<file path="src/rtl/rdlat_pkg.sv">
package rdlat_pkg;
    localparam int          CNT_W      = 4;
    localparam int          MAX_CNT    = (1 << CNT_W) - 1;
    localparam int          LINE_DEPTH = 1 << CNT_W;
    localparam logic [7:0]  PAT_RISE_B = 8'hAA;
    localparam logic [7:0]  PAT_FALL_B = 8'h55;

    typedef enum logic [2:0] {
        ST_IDLE,
        ST_ARMED,
        ST_MEAS,
        ST_DONE,
        ST_FAIL
    } cal_state_e;

    typedef struct packed {
        logic             done;
        logic             err;
        logic [CNT_W-1:0] lat;
    } grp_status_t;
endpackage

</file>
<file path="src/rtl/rdlat_pattern_match.sv">
module rdlat_pattern_match
    import rdlat_pkg::*;
#(
    parameter int GROUP_W = 8
) (
    input  logic [GROUP_W-1:0] rise,
    input  logic [GROUP_W-1:0] fall,
    output logic               hit
);
    localparam int NBYTES = GROUP_W / 8;
    localparam logic [GROUP_W-1:0] EXP_RISE = {NBYTES{PAT_RISE_B}};
    localparam logic [GROUP_W-1:0] EXP_FALL = {NBYTES{PAT_FALL_B}};

    // both halves must agree with the training word
    always_comb hit = (rise == EXP_RISE) && (fall == EXP_FALL);

    initial assert (GROUP_W % 8 == 0 && GROUP_W > 0)
        else $error("GROUP_W must be a positive multiple of 8");
endmodule

</file>
<file path="src/rtl/rdlat_meas.sv">
module rdlat_meas
    import rdlat_pkg::*;
(
    input  logic        clk,
    input  logic        rst,
    input  logic        start,
    input  logic        rd_cmd,
    input  logic        hit,
    output grp_status_t stat
);
    cal_state_e       state_q;
    logic [CNT_W-1:0] cnt_q;
    logic [CNT_W-1:0] lat_q;

    always_ff @(posedge clk) begin
        if (rst) begin
            state_q <= ST_IDLE;
            cnt_q   <= '0;
            lat_q   <= '0;
        end else begin
            unique case (state_q)
                ST_IDLE:  if (start) state_q <= ST_ARMED;
                ST_ARMED: if (rd_cmd) begin
                    state_q <= ST_MEAS;
                    cnt_q   <= '0;
                end
                ST_MEAS: begin
                    if (hit) begin
                        lat_q   <= cnt_q;
                        state_q <= ST_DONE;
                    end else if (cnt_q == CNT_W'(MAX_CNT)) begin
                        state_q <= ST_FAIL;
                    end else begin
                        cnt_q <= cnt_q + 1'b1;
                    end
                end
                ST_DONE: state_q <= ST_DONE;
                ST_FAIL: state_q <= ST_FAIL;
                default: state_q <= ST_IDLE;
            endcase
        end
    end

    always_comb begin
        stat.done = (state_q == ST_DONE);
        stat.err  = (state_q == ST_FAIL);
        stat.lat  = lat_q;
    end

    // completion is permanent
    p_done_sticky_r9: assert property (@(posedge clk) disable iff (rst)
        stat.done |=> stat.done);
    // count frozen after completion
    p_lat_frozen_r9: assert property (@(posedge clk) disable iff (rst)
        (stat.done && $past(stat.done)) |-> $stable(stat.lat));
    // done and error never together
    p_done_err_excl_r5: assert property (@(posedge clk) disable iff (rst)
        !(stat.done && stat.err));
    // error only after the last count value was tried
    p_err_at_limit_r5: assert property (@(posedge clk) disable iff (rst)
        $rose(stat.err) |-> $past(cnt_q) == CNT_W'(MAX_CNT));
    // a comparator hit while measuring completes the group
    p_match_done_r3: assert property (@(posedge clk) disable iff (rst)
        (state_q == ST_MEAS && hit) |=> stat.done);
endmodule

</file>
<file path="src/rtl/rdlat_delay_line.sv">
module rdlat_delay_line
    import rdlat_pkg::*;
(
    input  logic             clk,
    input  logic             rst,
    input  logic             en,
    input  logic [CNT_W-1:0] sel,
    input  logic             strobe_in,
    output logic             strobe_out
);
    logic [LINE_DEPTH-1:0] sr_q;

    always_ff @(posedge clk) begin
        if (rst) sr_q <= '0;
        else     sr_q <= {sr_q[LINE_DEPTH-2:0], strobe_in};
    end

    // tap 0 is one register stage after the input
    always_comb strobe_out = en & sr_q[sel];

    // a zero count gives exactly one cycle of delay
    p_zero_tap_r7: assert property (@(posedge clk) disable iff (rst)
        (en && sel == '0 && $past(en) && $past(sel) == '0)
            |-> strobe_out == $past(strobe_in));
    // nothing passes before calibration
    p_gated_r8: assert property (@(posedge clk) disable iff (rst)
        !en |-> !strobe_out);
endmodule

</file>
<file path="src/rtl/rdlat_cal.sv">
module rdlat_cal
    import rdlat_pkg::*;
#(
    parameter int NUM_GROUPS = 2,
    parameter int GROUP_W    = 8
) (
    input  logic                          clk,
    input  logic                          rst,
    input  logic                          cal_start,
    input  logic                          rd_cmd,
    input  logic [NUM_GROUPS*GROUP_W-1:0] rd_rise,
    input  logic [NUM_GROUPS*GROUP_W-1:0] rd_fall,
    input  logic                          ctrl_rden,
    output logic [NUM_GROUPS*CNT_W-1:0]   lat_count,
    output logic [NUM_GROUPS-1:0]         rden_dly,
    output logic                          cal_done,
    output logic                          cal_err
);
    logic [NUM_GROUPS-1:0] done_v;
    logic [NUM_GROUPS-1:0] err_v;

    for (genvar g = 0; g < NUM_GROUPS; g++) begin : g_grp
        logic        hit;
        grp_status_t st;

        rdlat_pattern_match #(.GROUP_W(GROUP_W)) u_cmp (
            .rise (rd_rise[g*GROUP_W +: GROUP_W]),
            .fall (rd_fall[g*GROUP_W +: GROUP_W]),
            .hit  (hit)
        );

        rdlat_meas u_meas (
            .clk    (clk),
            .rst    (rst),
            .start  (cal_start),
            .rd_cmd (rd_cmd),
            .hit    (hit),
            .stat   (st)
        );

        rdlat_delay_line u_line (
            .clk        (clk),
            .rst        (rst),
            .en         (st.done),
            .sel        (st.lat),
            .strobe_in  (ctrl_rden),
            .strobe_out (rden_dly[g])
        );

        assign lat_count[g*CNT_W +: CNT_W] = st.lat;
        assign done_v[g] = st.done;
        assign err_v[g]  = st.err;
    end

    assign cal_done = &done_v;
    assign cal_err  = |err_v;

    // overall done and any error cannot coexist
    p_done_vs_err_r10: assert property (@(posedge clk) disable iff (rst)
        !(cal_done && cal_err));
    // overall done is permanent
    p_cal_done_sticky_r9: assert property (@(posedge clk) disable iff (rst)
        cal_done |=> cal_done);
endmodule

</file>
<file path="config.mk">
export PLATFORM = sky130hd
export DESIGN_NAME = rdlat_cal
export DESIGN_NICKNAME = d
export VERILOG_FILES = /design/src/rtl/rdlat_pkg.sv /design/src/rtl/rdlat_pattern_match.sv /design/src/rtl/rdlat_meas.sv /design/src/rtl/rdlat_delay_line.sv /design/src/rtl/rdlat_cal.sv
export SDC_FILE = /design/constraint.sdc
export NUM_CORES = 1
export LEC_CHECK = 0
export BUFFER_PORTS_ARGS = -buffer_cell sky130_fd_sc_hd__clkbuf_2
export CORE_AREA = 5 5 85 87
export CTS_CLUSTER_SIZE = 24
export DETAILED_ROUTE_END_ITERATION = 12
export DIE_AREA = 0 0 90 92
export HOLD_SLACK_MARGIN = 0.12
export PLACE_DENSITY = 0.49
export RECOVER_POWER = 25
export SLEW_MARGIN = 0
export SYNTH_ARGS = -nofsm -noshare
export SYNTH_HDL_FRONTEND = slang
export SYNTH_SLANG_ARGS = --single-unit
</file>
<file path="constraint.sdc">
create_clock -name clk -period 2.6 [get_ports clk]
set_input_delay 0.26 -clock clk [delete_from_list [all_inputs] [get_ports clk]]
set_output_delay 0.26 -clock clk [all_outputs]
set_load 0.02 [all_outputs]
</file>
==> results.md, run 1 <==
- Total negative slack: 0 ns
- Post-Syn Area per Cell: roughly 10 sq um
- CTS tree: done
- GRT Total Usage: roughly 11%
- Multi-input gate area: 1082 sq um
- P_int: 841.2 uW
- Switching fraction of total power: 24.38%
- Final setup violation count: 0
- CTS Root Cell: clkbuf_8
- First-pass GRT wire length: around 7.6 mm
- CP max stage cell: mux4_1
- Antenna violations before repair: 0
- Worst slew margin: -16.64%
- Worst hold path type: primary input to flop
- Share of flip-flops with an asynchronous set or reset: 0%
- Rows: 29
- TritonRoute pass-1 iters: 4
- Seq cells post-synth: 38
- Finished Cell Area: 2270 sq um
- Fillers: 635
- Slew Viols, Final: 40
- Die area: 8280 sq um
- Hold slack: 0.1870 ns
- CP max FO: 6
- Register area: 760.7 sq um
- EDFF count, synth: 0
- Synthesized area: ~1900 sq um
- H-Tree Depth: 2
- Min Tclk post-route: 2.458 ns
- Number of remaining DRC errors: 0
- Die Wd: about 90 um
- Final GP Congestion: 0.7373
- Seq pwr share: 55.4%
- Die Y-Extent: around 90 um
- Final period utilization: 94.56%
- Vias per cell: 5.161
- Number of global-route vias before repair: 1578
- PortBufs: 48
- Io pins: 49
- Failing checks: capacitance limit, slew limit
- Setup Crit Path Kind: flop to output pin
- Share of cells above drive strength 1: 25.32%
- DRT Wirelength: 4.526 mm
- DRT antenna net count: 0
- RSZ-0062 raised after global routing: no
- Syn. warnings: 0
- Seq/Total Area, Yosys: 39.95%
- Setup Fix Bufs, Post-CTS: 0
- Final Hold Fails: 0
- Syn Nets: 227
- Slew @ Worst Pin: 1.750 ns
- Placed insts: 303
- Worst path arrival time: 2.20 ns
- Achievable frequency: 406.8 MHz
- Synth cell types: 41
- Final clock skew: 0.008385 ns
- DPL Wire Length: between 3 and 4 mm
- Status: finished, violations left
- Clock Latency Late Sink: 0.29 ns
- Gate power share: 10.6%
- CP Cell Sequence: mux4_1 -> mux4_2 -> and3_1 -> clkbuf_2
- CTS buffer count: 5
- Hold buffers post-CTS: 0
- Worst Setup Start Kind: flop
- Antenna diodes: 0
- Grt ovf: 0
- Mapped Cells: roughly 190
- Layout Cells excl Fill: slightly above 300
- Dpl cell area: approximately 2200 sq um
- Post-cts sizing count: 0
- Worst Path Required: around 2.3 ns
- CP Capture Type: output pin
- Area grow syn2layout: 19.19%
- First DRT Iteration DRCs: 85
- Num Clock Sinks: 38
- Clk pwr share: 33.9%
- P_sw: 271.3 uW
- Maximum clock path buffer count: 2
- Routed vias: 1600
- Initial Utilization: a little under a third
- Max-capacitance violation count: 1
- Clock transition at the registers of the reported paths: 0.06 ns
- WL/cell: 14.60 um
- Layout Nets: roughly 270
- Peak supply drop: 0.1993 mV
- Slowest Stage Delay on Critical Path: 0.59 ns
- Leakage: 0.8827 nW
- PD cells: about 490 nW/um^2
- Core area: 6277 sq um
- Largest net degree at the start of global routing: 40
- Synth Flop Type: dfxtp_1
-- critical path: cells and delay by family (launching register included) --
| family | cells | cell delay (ns) |
|---|---|---|
| buf+inv | 1 | 0.15 |
| flops | 1 | 0.48 |
| simple gates | 1 | 0.20 |
| mux | 2 | 1.08 |
-- cells in the final DEF (no fill, tap or decap), types with 2 or more instances in the layout --
| cell type | n |
|---|---|
| a311oi_1 | 2 |
| a211oi_1 | 5 |
| dfxtp_1 | 38 |
| and3_1 | 2 |
| a31oi_1 | 7 |
| nand2_1 | 12 |
| and2_1 | 2 |
| a21o_1 | 2 |
| or4_1 | 2 |
| nand3b_1 | 2 |
| nand3_1 | 13 |
| a21oi_1 | 12 |
| nor4bb_1 | 7 |
| and2b_1 | 2 |
| clkbuf_2 | 47 |
| clkbuf_8 | 5 |
| mux4_2 | 2 |
| and4_1 | 3 |
| ha_1 | 2 |
| o21ai_0 | 10 |
| mux4_1 | 8 |
| nand4_1 | 2 |
| o211ai_1 | 2 |
| clkbuf_1 | 3 |
| nand4b_1 | 2 |
| nor2b_1 | 19 |
| nor3b_2 | 2 |
| inv_1 | 2 |
| nand2b_1 | 3 |
-- through the flow --
step	total power, mW	utilization, %	worst slack, ns
2_1_floorplan	0.7027	-	0.4596
3_3_place_gp	0.7498	34.96	0.4896
3_5_place_dp	0.7478	34.96	0.4328
4_1_cts	1.132	36.18	0.1177
5_1_grt	1.176	36.16	0.03606
6_report	1.112	36.16	0.1416
-- worst paths after layout --
path	start	end	slack [ns]	depth (start not counted)
max	g_grp[0].u_meas.lat_q[0]$_SDFFE_PP0P_	rden_dly[0]	0.14	4
min	ctrl_rden	g_grp[0].u_line.sr_q[0]$_SDFF_PP0_	0.19	2
max reg2reg	g_grp[1].u_meas.state_q[0]$_SDFFE_PP0P_	g_grp[1].u_meas.cnt_q[0]$_SDFFE_PP0P_	0.92	4
min reg2reg	g_grp[0].u_line.sr_q[2]$_SDFF_PP0_	g_grp[0].u_line.sr_q[3]$_SDFF_PP0_	0.47	1
-- power groups by stage --
stage | logic, mW | clock network, mW | registers (mW)
CTS | 0.119 | 0.397 | 0.616
global placement | 0.119 | 0 | 0.631
global route | 0.132 | 0.425 | 0.619
finish | 0.118 | 0.377 | 0.617
detailed placement | 0.118 | 0 | 0.630
floorplan | 0.0842 | 0 | 0.618
-- synthesized netlist by cell type, drive strengths merged, types with 4 or more instances --
cell | n | area share [%]
nand3 | 13 | 3.4
dfxtp | 38 | 40
nor4bb | 7 | 3.7
nand2 | 12 | 2.4
o21ai | 10 | 2.6
a21oi | 12 | 3.2
a31oi | 7 | 2.3
a211oi | 5 | 2.0
buf | 4 | 1.4
clkbuf | 7 | 1.4
nor2b | 19 | 6.2
mux4 | 10 | 13
-- layer usage --
metal / track usage [%] / part of all wire [%] / up-vias
met4: 3.598 / 1.0 / 0
met1: 14.56 / 47 / 749
met5: 0 / 0 / -
li1: - / - / 812
met2: 17.13 / 47 / 34
met3: 3.028 / 4.9 / 5
-- registers in the layout, summed over array words and instances (netlist names) --
signal and count:
g_grp.u_meas.cnt_q 8, g_grp.u_meas.state_q 6, g_grp.u_meas.lat_q 8, g_grp.u_line.sr_q 16
-- cells by family after synthesis --
logic type / Yosys count / share of synthesized area [%]
mux: 10 / 13.40
compound gates: 44 / 14.32
buf+inv: 13 / 3.220
simple gates: 81 / 27.79
fa+ha+maj: 2 / 1.314
flops: 38 / 39.95
-- final cells by class --
class / instances / area share (%)
multi-input combinational: 137 / 47.68
sequential: 38 / 33.52
timing repair buffer: 49 / 10.86
tap: 77 / 4.245
clock buffer: 7 / 3.363
inverter: 2 / 0.3308
Power figures use the tool's default switching activity.
==> run 2, diff against run 1 <==
--- a/config.mk
+++ b/config.mk
@@ -14,4 +14,5 @@
 export PLACE_DENSITY = 0.49
 export RECOVER_POWER = 25
+export REMOVE_ABC_BUFFERS = 1
 export SLEW_MARGIN = 0
 export SYNTH_ARGS = -nofsm -noshare
==> constraint.sdc (replaced) <==
create_clock -name clk -period 2.6 [get_ports clk]
set_input_delay 0.26 -clock clk [delete_from_list [all_inputs] [get_ports clk]]
set_output_delay 0.26 -clock clk [all_outputs]
set_load 0.01 [all_outputs]
==> results.md, run 2 (same netlist as run 1, synthesis figures left out) <==
- CP Capture Type: output pin
- Hold buffers post-CTS: 0
- Area grow syn2layout: 20.96%
- H-Tree Depth: 2
- GR Util met1: 14.08%
- Clk pwr share: 39.2%
- GR Layer Usage met2: a little under a fifth
- DRT Wirelength: 4.468 mm
- Slew @ Worst Pin: approximately 1.7 ns
- Clock Latency Late Sink: 0.28 ns
- Post-cts sizing count: 0
- Achievable frequency: between 400 and 500 MHz
- Final core occ: between 30% and 40%
- Max-capacitance violation count: 1
- TritonRoute pass-1 iters: 4
- Gate power share: 9.7%
- CTS tree: done
- Slew Viols, Final: 40
- Share of cells above drive strength 1: roughly a quarter
- Final clock skew: 0.004702 ns
- Peak supply drop: ~0.30 mV
- First DRT Iteration DRCs: 67
- Die Wd: 90 um
- WL/cell: between 10 and 15 um
- Worst slew margin: -16.51%
- P_int: 924.2 uW
- Cell family with most CP delay: multiplexers
- Antenna violations before repair: 0
- Fillers: around 640
- First-pass GRT wire length: between 7 and 8 mm
- Final GP Congestion: 0.7348
- Met3 Track Usage GR: 2.864%
- CP Cell Sequence: mux4_1 -> mux4_2 -> and3_1 -> clkbuf_2
- CP max FO: 6
- CP max stage cell: mux4_1
- GRT Total Usage: 11.03%
- Worst hold path type: primary input to flop
- Failing checks: capacitance limit, slew limit
- Leakage: 0.9019 nW
- Worst Path Required: 2.34 ns
- Number of flip-flops under the largest register name: 16
- Final Hold Fails: 0
- Core area: 6277 sq um
- Largest Register: g_grp.u_line.sr_q
- Global routing's busiest layer: met2
- Seq pwr share: 51.2%
- Register area: roughly 760 sq um
- Most frequent cells in the layout: clkbuf_2, dfxtp_1, nor2b_1
- Setup Fix Bufs, Post-CTS: 0
- Switching fraction of total power: 23.35%
- Grt ovf: 0
- DPL Wire Length: 3.302 mm
- Clock transition at the registers of the reported paths: 0.07 ns
- PD cells: 523.4 nW/um^2
- P_sw: about 280 uW
- Vias per cell: 5.093
- Num Clock Sinks: 38
- Commonest non-fill, non-tap cell in the layout: clkbuf_2
- Slowest Stage Delay on Critical Path: 0.59 ns
- Worst Setup Start Kind: flop
- Maximum clock path buffer count: 2
- Final period utilization: 92.30%
- Largest regs: g_grp.u_line.sr_q: 16 flops, g_grp.u_meas.cnt_q: 8 flops, g_grp.u_meas.lat_q: 8 flops
- Multi-input gate area: ~1100 sq um
- Initial Utilization: 30.34%
- Largest net degree at the start of global routing: 40
- Antenna diodes: 0
- Io pins: 49
- Min Tclk post-route: ~2.4 ns
- Rows: 29
- Routed vias: 1584
- Number of global-route vias before repair: 1614
- Worst path arrival time: 2.14 ns
- Die Y-Extent: between 90 and 100 um
- Layout Nets: 272
- Number of remaining DRC errors: 0
- DRT antenna net count: 0
- Die area: 8280 sq um
- CTS buffer count: 5
- Final setup violation count: 0
- PortBufs: 48
- Total negative slack: 0 ns
- Buf/Inv on CP: 1
- Setup Crit Path Kind: flop to output pin
- RSZ-0062 raised after global routing: no
- Status: finished, violations left
- CTS Root Cell: clkbuf_8
## run 2: worst reg2reg max path, stage by stage, from the launching register on
cell and delay, ns:
dfxtp_1 0.35, and2b_2 0.27, or2b_1 0.30, or4_1 0.51, a31oi_1 0.16
## run 2: metrics by stage
step	setup WS, ns	cell area, sq um	hold slack (ns)	instances	total power, mW
after global placement	0.5295	2195	0.4744	303	0.7485
final	0.2001	2303	0.1891	311	1.206
after global routing	0.09244	2303	0.2085	311	1.258
after CTS	0.1781	2305	0.1877	311	1.224
after floorplan	0.6452	1851	0.3291	177	0.6901
after detailed placement	0.5004	2195	0.4710	303	0.7480
## run 2: layout make-up
type | instances | area share [%]
Multi-Input combinational cell | 137 | 46.99
Timing Repair Buffer | 49 | 10.70
Clock buffer | 8 | 4.780
Sequential cell | 38 | 33.03
Tap cell | 77 | 4.183
Inverter | 2 | 0.3259
## run 2: routing by layer
layer / up-vias / wire, um
li1: 820 / -
met1: 744 / 2130
met2: 15 / 2156
met3: 5 / 125
met4: 0 / 55
met5: - / 0
## run 2: final timing paths
path	from	to	slack (ns)	cells past startpoint
setup reg to reg	g_grp[1].u_meas.state_q[2]$_SDFFE_PP0P_	g_grp[1].u_meas.cnt_q[3]$_SDFFE_PP0P_	0.92	4
hold / removal	ctrl_rden	g_grp[0].u_line.sr_q[0]$_SDFF_PP0_	0.19	2
hold reg to reg	g_grp[0].u_line.sr_q[13]$_SDFF_PP0_	g_grp[0].u_line.sr_q[14]$_SDFF_PP0_	0.48	1
setup / recovery	g_grp[0].u_meas.lat_q[0]$_SDFFE_PP0P_	rden_dly[0]	0.20	4
## run 2: power groups by stage
stage	logic (mW)	clock network [mW]	registers, mW
2_1_floorplan	0.0662	0	0.624
3_3_place_gp	0.117	0	0.632
3_5_place_dp	0.117	0	0.631
4_1_cts	0.118	0.489	0.617
5_1_grt	0.131	0.507	0.620
6_report	0.117	0.472	0.617
==> run 3, diff against run 2 <==
SETUP_SLACK_MARGIN = 0.4   (was default)
==> results.md, run 3 (same netlist as run 1, synthesis figures left out) <==
- Final GP Congestion: 0.7348
- Total negative slack: 0 ns
- CP max stage cell: mux4_2
- First DRT Iteration DRCs: 56
- H-Tree Depth: 2
- Most frequent cells in the layout: clkbuf_2, dfxtp_1, nor2b_1
- CTS buffer count: 5
- DRT Wirelength: 4.465 mm
- P_sw: between 200 and 300 uW
- First-pass GRT wire length: 7.638 mm
- Gate power share: 9.7%
- Number of remaining DRC errors: 0
- Final WS setup: between 0.3 and 0.4 ns
- Maximum clock path buffer count: 2
- Num Clock Sinks: 38
- Slowest Stage Delay on Critical Path: ~0.5 ns
- PortBufs: 48
- Setup slack, reg-to-reg: approximately 0.92 ns
- Io pins: slightly below 50
- Largest net degree at the start of global routing: 40
- Min Tclk post-route: 2.238 ns
- Worst Path Required: 2.34 ns
- Routed vias: 1591
- Seq pwr share: 51.0%
- Vias per cell: 5.099
- Hold buffers post-CTS: 0
- Final clock skew: 0.007083 ns
- Die Y-Extent: 92 um
- Slew Viols, Final: 40
- Status: finished, violations left
- Die Wd: 90 um
- Layout Nets: 273
- Final setup violation count: 0
- Worst slew margin: -15.46%
- Failing checks: capacitance limit, slew limit
- CP Capture Type: output pin
- Achievable frequency: 446.8 MHz
- Antenna violations before repair: 0
- Clk pwr share: between 30% and 40%
- Leakage: roughly 0.86 nW
- CP max FO: 5
- Die area: between 8000 and 9000 sq um
- Number of flip-flops under the largest register name: 16
- CTS Root Cell: clkbuf_8
- CTS tree: done
- Antenna diodes: 0
- Fillers: 645
- Post-Place Setup Slack: 0.5004 ns
- WL/cell: ~14 um
- GRT Total Usage: 11.08%
- Final Hold Fails: 0
- TritonRoute pass-1 iters: 4
- Finished Cell Area: 2311 sq um
- CP Cell Sequence: mux4_2 -> mux4_2 -> and3_4 -> buf_6
- Initial Utilization: 30.34%
- Rows: 29
- Dpl cell area: around 2200 sq um
- RSZ-0062 raised after global routing: yes
- Worst hold path type: primary input to flop
- Worst path arrival time: 1.98 ns
- Number of global-route vias before repair: 1621
- Clock transition at the registers of the reported paths: about 0.07 ns
- Final period utilization: 86.08%
- Share of cells above drive strength 1: roughly a third
- Area grow syn2layout: 21.35%
- PD cells: 522.5 nW/um^2
- P_int: 922.9 uW
- Core area: 6277 sq um
- Largest regs: g_grp.u_line.sr_q: 16 flops, g_grp.u_meas.cnt_q: 8 flops, g_grp.u_meas.lat_q: 8 flops
- Setup Crit Path Kind: flop to output pin
- Largest Register: g_grp.u_line.sr_q
- Worst Setup Start Kind: flop
- Peak supply drop: just under 0.3 mV
- Commonest non-fill, non-tap cell in the layout: clkbuf_2
- DPL Wire Length: 3.302 mm
- Clock Latency Late Sink: 0.29 ns
- Grt ovf: 0
- Switching fraction of total power: 23.57%
- Worst path most repeated cell: mux4_2
- Hold slack: roughly 0.19 ns
- DRT antenna net count: 0
- Slew @ Worst Pin: 1.732 ns
- Max-capacitance violation count: 1
## run 3: cell count changes in the layout (fill, tap and decap cells not counted)
cell / change
dfxtp_4: +2
and3_1: -2
mux4_1: -8
buf_6: +2
and3_4: +2
clkbuf_2: -2
dfxtp_1: -2
buf_4: +1
mux4_2: +8
## run 3: cell type report
type                            count  area (sq um)  area share [%]
Clock buffer                        8         110.1           4.764
Inverter                            2         7.507          0.3249
Multi-Input combinational cell    137          1062           45.97
Sequential cell                    38         768.2           33.24
Tap cell                           77         96.34           4.169
Timing Repair Buffer               50         266.5           11.53
## run 3: worst paths after layout
path / start / to / cells after the start
min: ctrl_rden / g_grp[0].u_line.sr_q[0]$_SDFF_PP0_ / 2
max: g_grp[0].u_meas.lat_q[0]$_SDFFE_PP0P_ / rden_dly[0] / 4
max reg2reg: g_grp[1].u_meas.state_q[2]$_SDFFE_PP0P_ / g_grp[1].u_meas.cnt_q[3]$_SDFFE_PP0P_ / 4
min reg2reg: g_grp[0].u_line.sr_q[14]$_SDFF_PP0_ / g_grp[1].u_line.sr_q[15]$_SDFF_PP0_ / 1
## run 3: routing by layer
metal	vias to the layer above	track usage, %	part of all wire [%]
met5	-	0	0
met4	0	3.350	1.2
met3	5	2.864	3.0
met2	19	18.29	48
met1	752	14.26	48
li1	815	-	-
## run 3: per-stage QoR
step / util (%) / power (mW) / instances
after CTS: 36.64 / 1.223 / 312
final: 36.81 / 1.208 / 312
after detailed placement: 34.96 / 0.7480 / 303
after floorplan: - / 0.6901 / 177
after global routing: 36.81 / 1.258 / 312
after global placement: 34.96 / 0.7485 / 303
## run 3: repair_timing
item	4_1_cts	5_1_grt
buffers inserted	1	0
resized for setup	14	4
endpoints found under the setup margin	2	2
pin swaps	1	0
## run 3: worst max-delay path, delay by kind of cell, from the launching register on
family                 cells  cell delay, ns
flip-flops                 1            0.39
buffers and inverters      1            0.11
AND/OR/NAND/NOR            1            0.20
multiplexers               2            0.99
## run 3: power groups by stage
stage                     Combinational (mW)  Clock, mW  Sequential, mW
after global routing                   0.132      0.507           0.619
after detailed placement               0.117          0           0.631
after global placement                 0.117          0           0.632
after floorplan                       0.0662          0           0.624
after CTS                              0.118      0.489           0.616
final                                  0.117      0.474           0.616
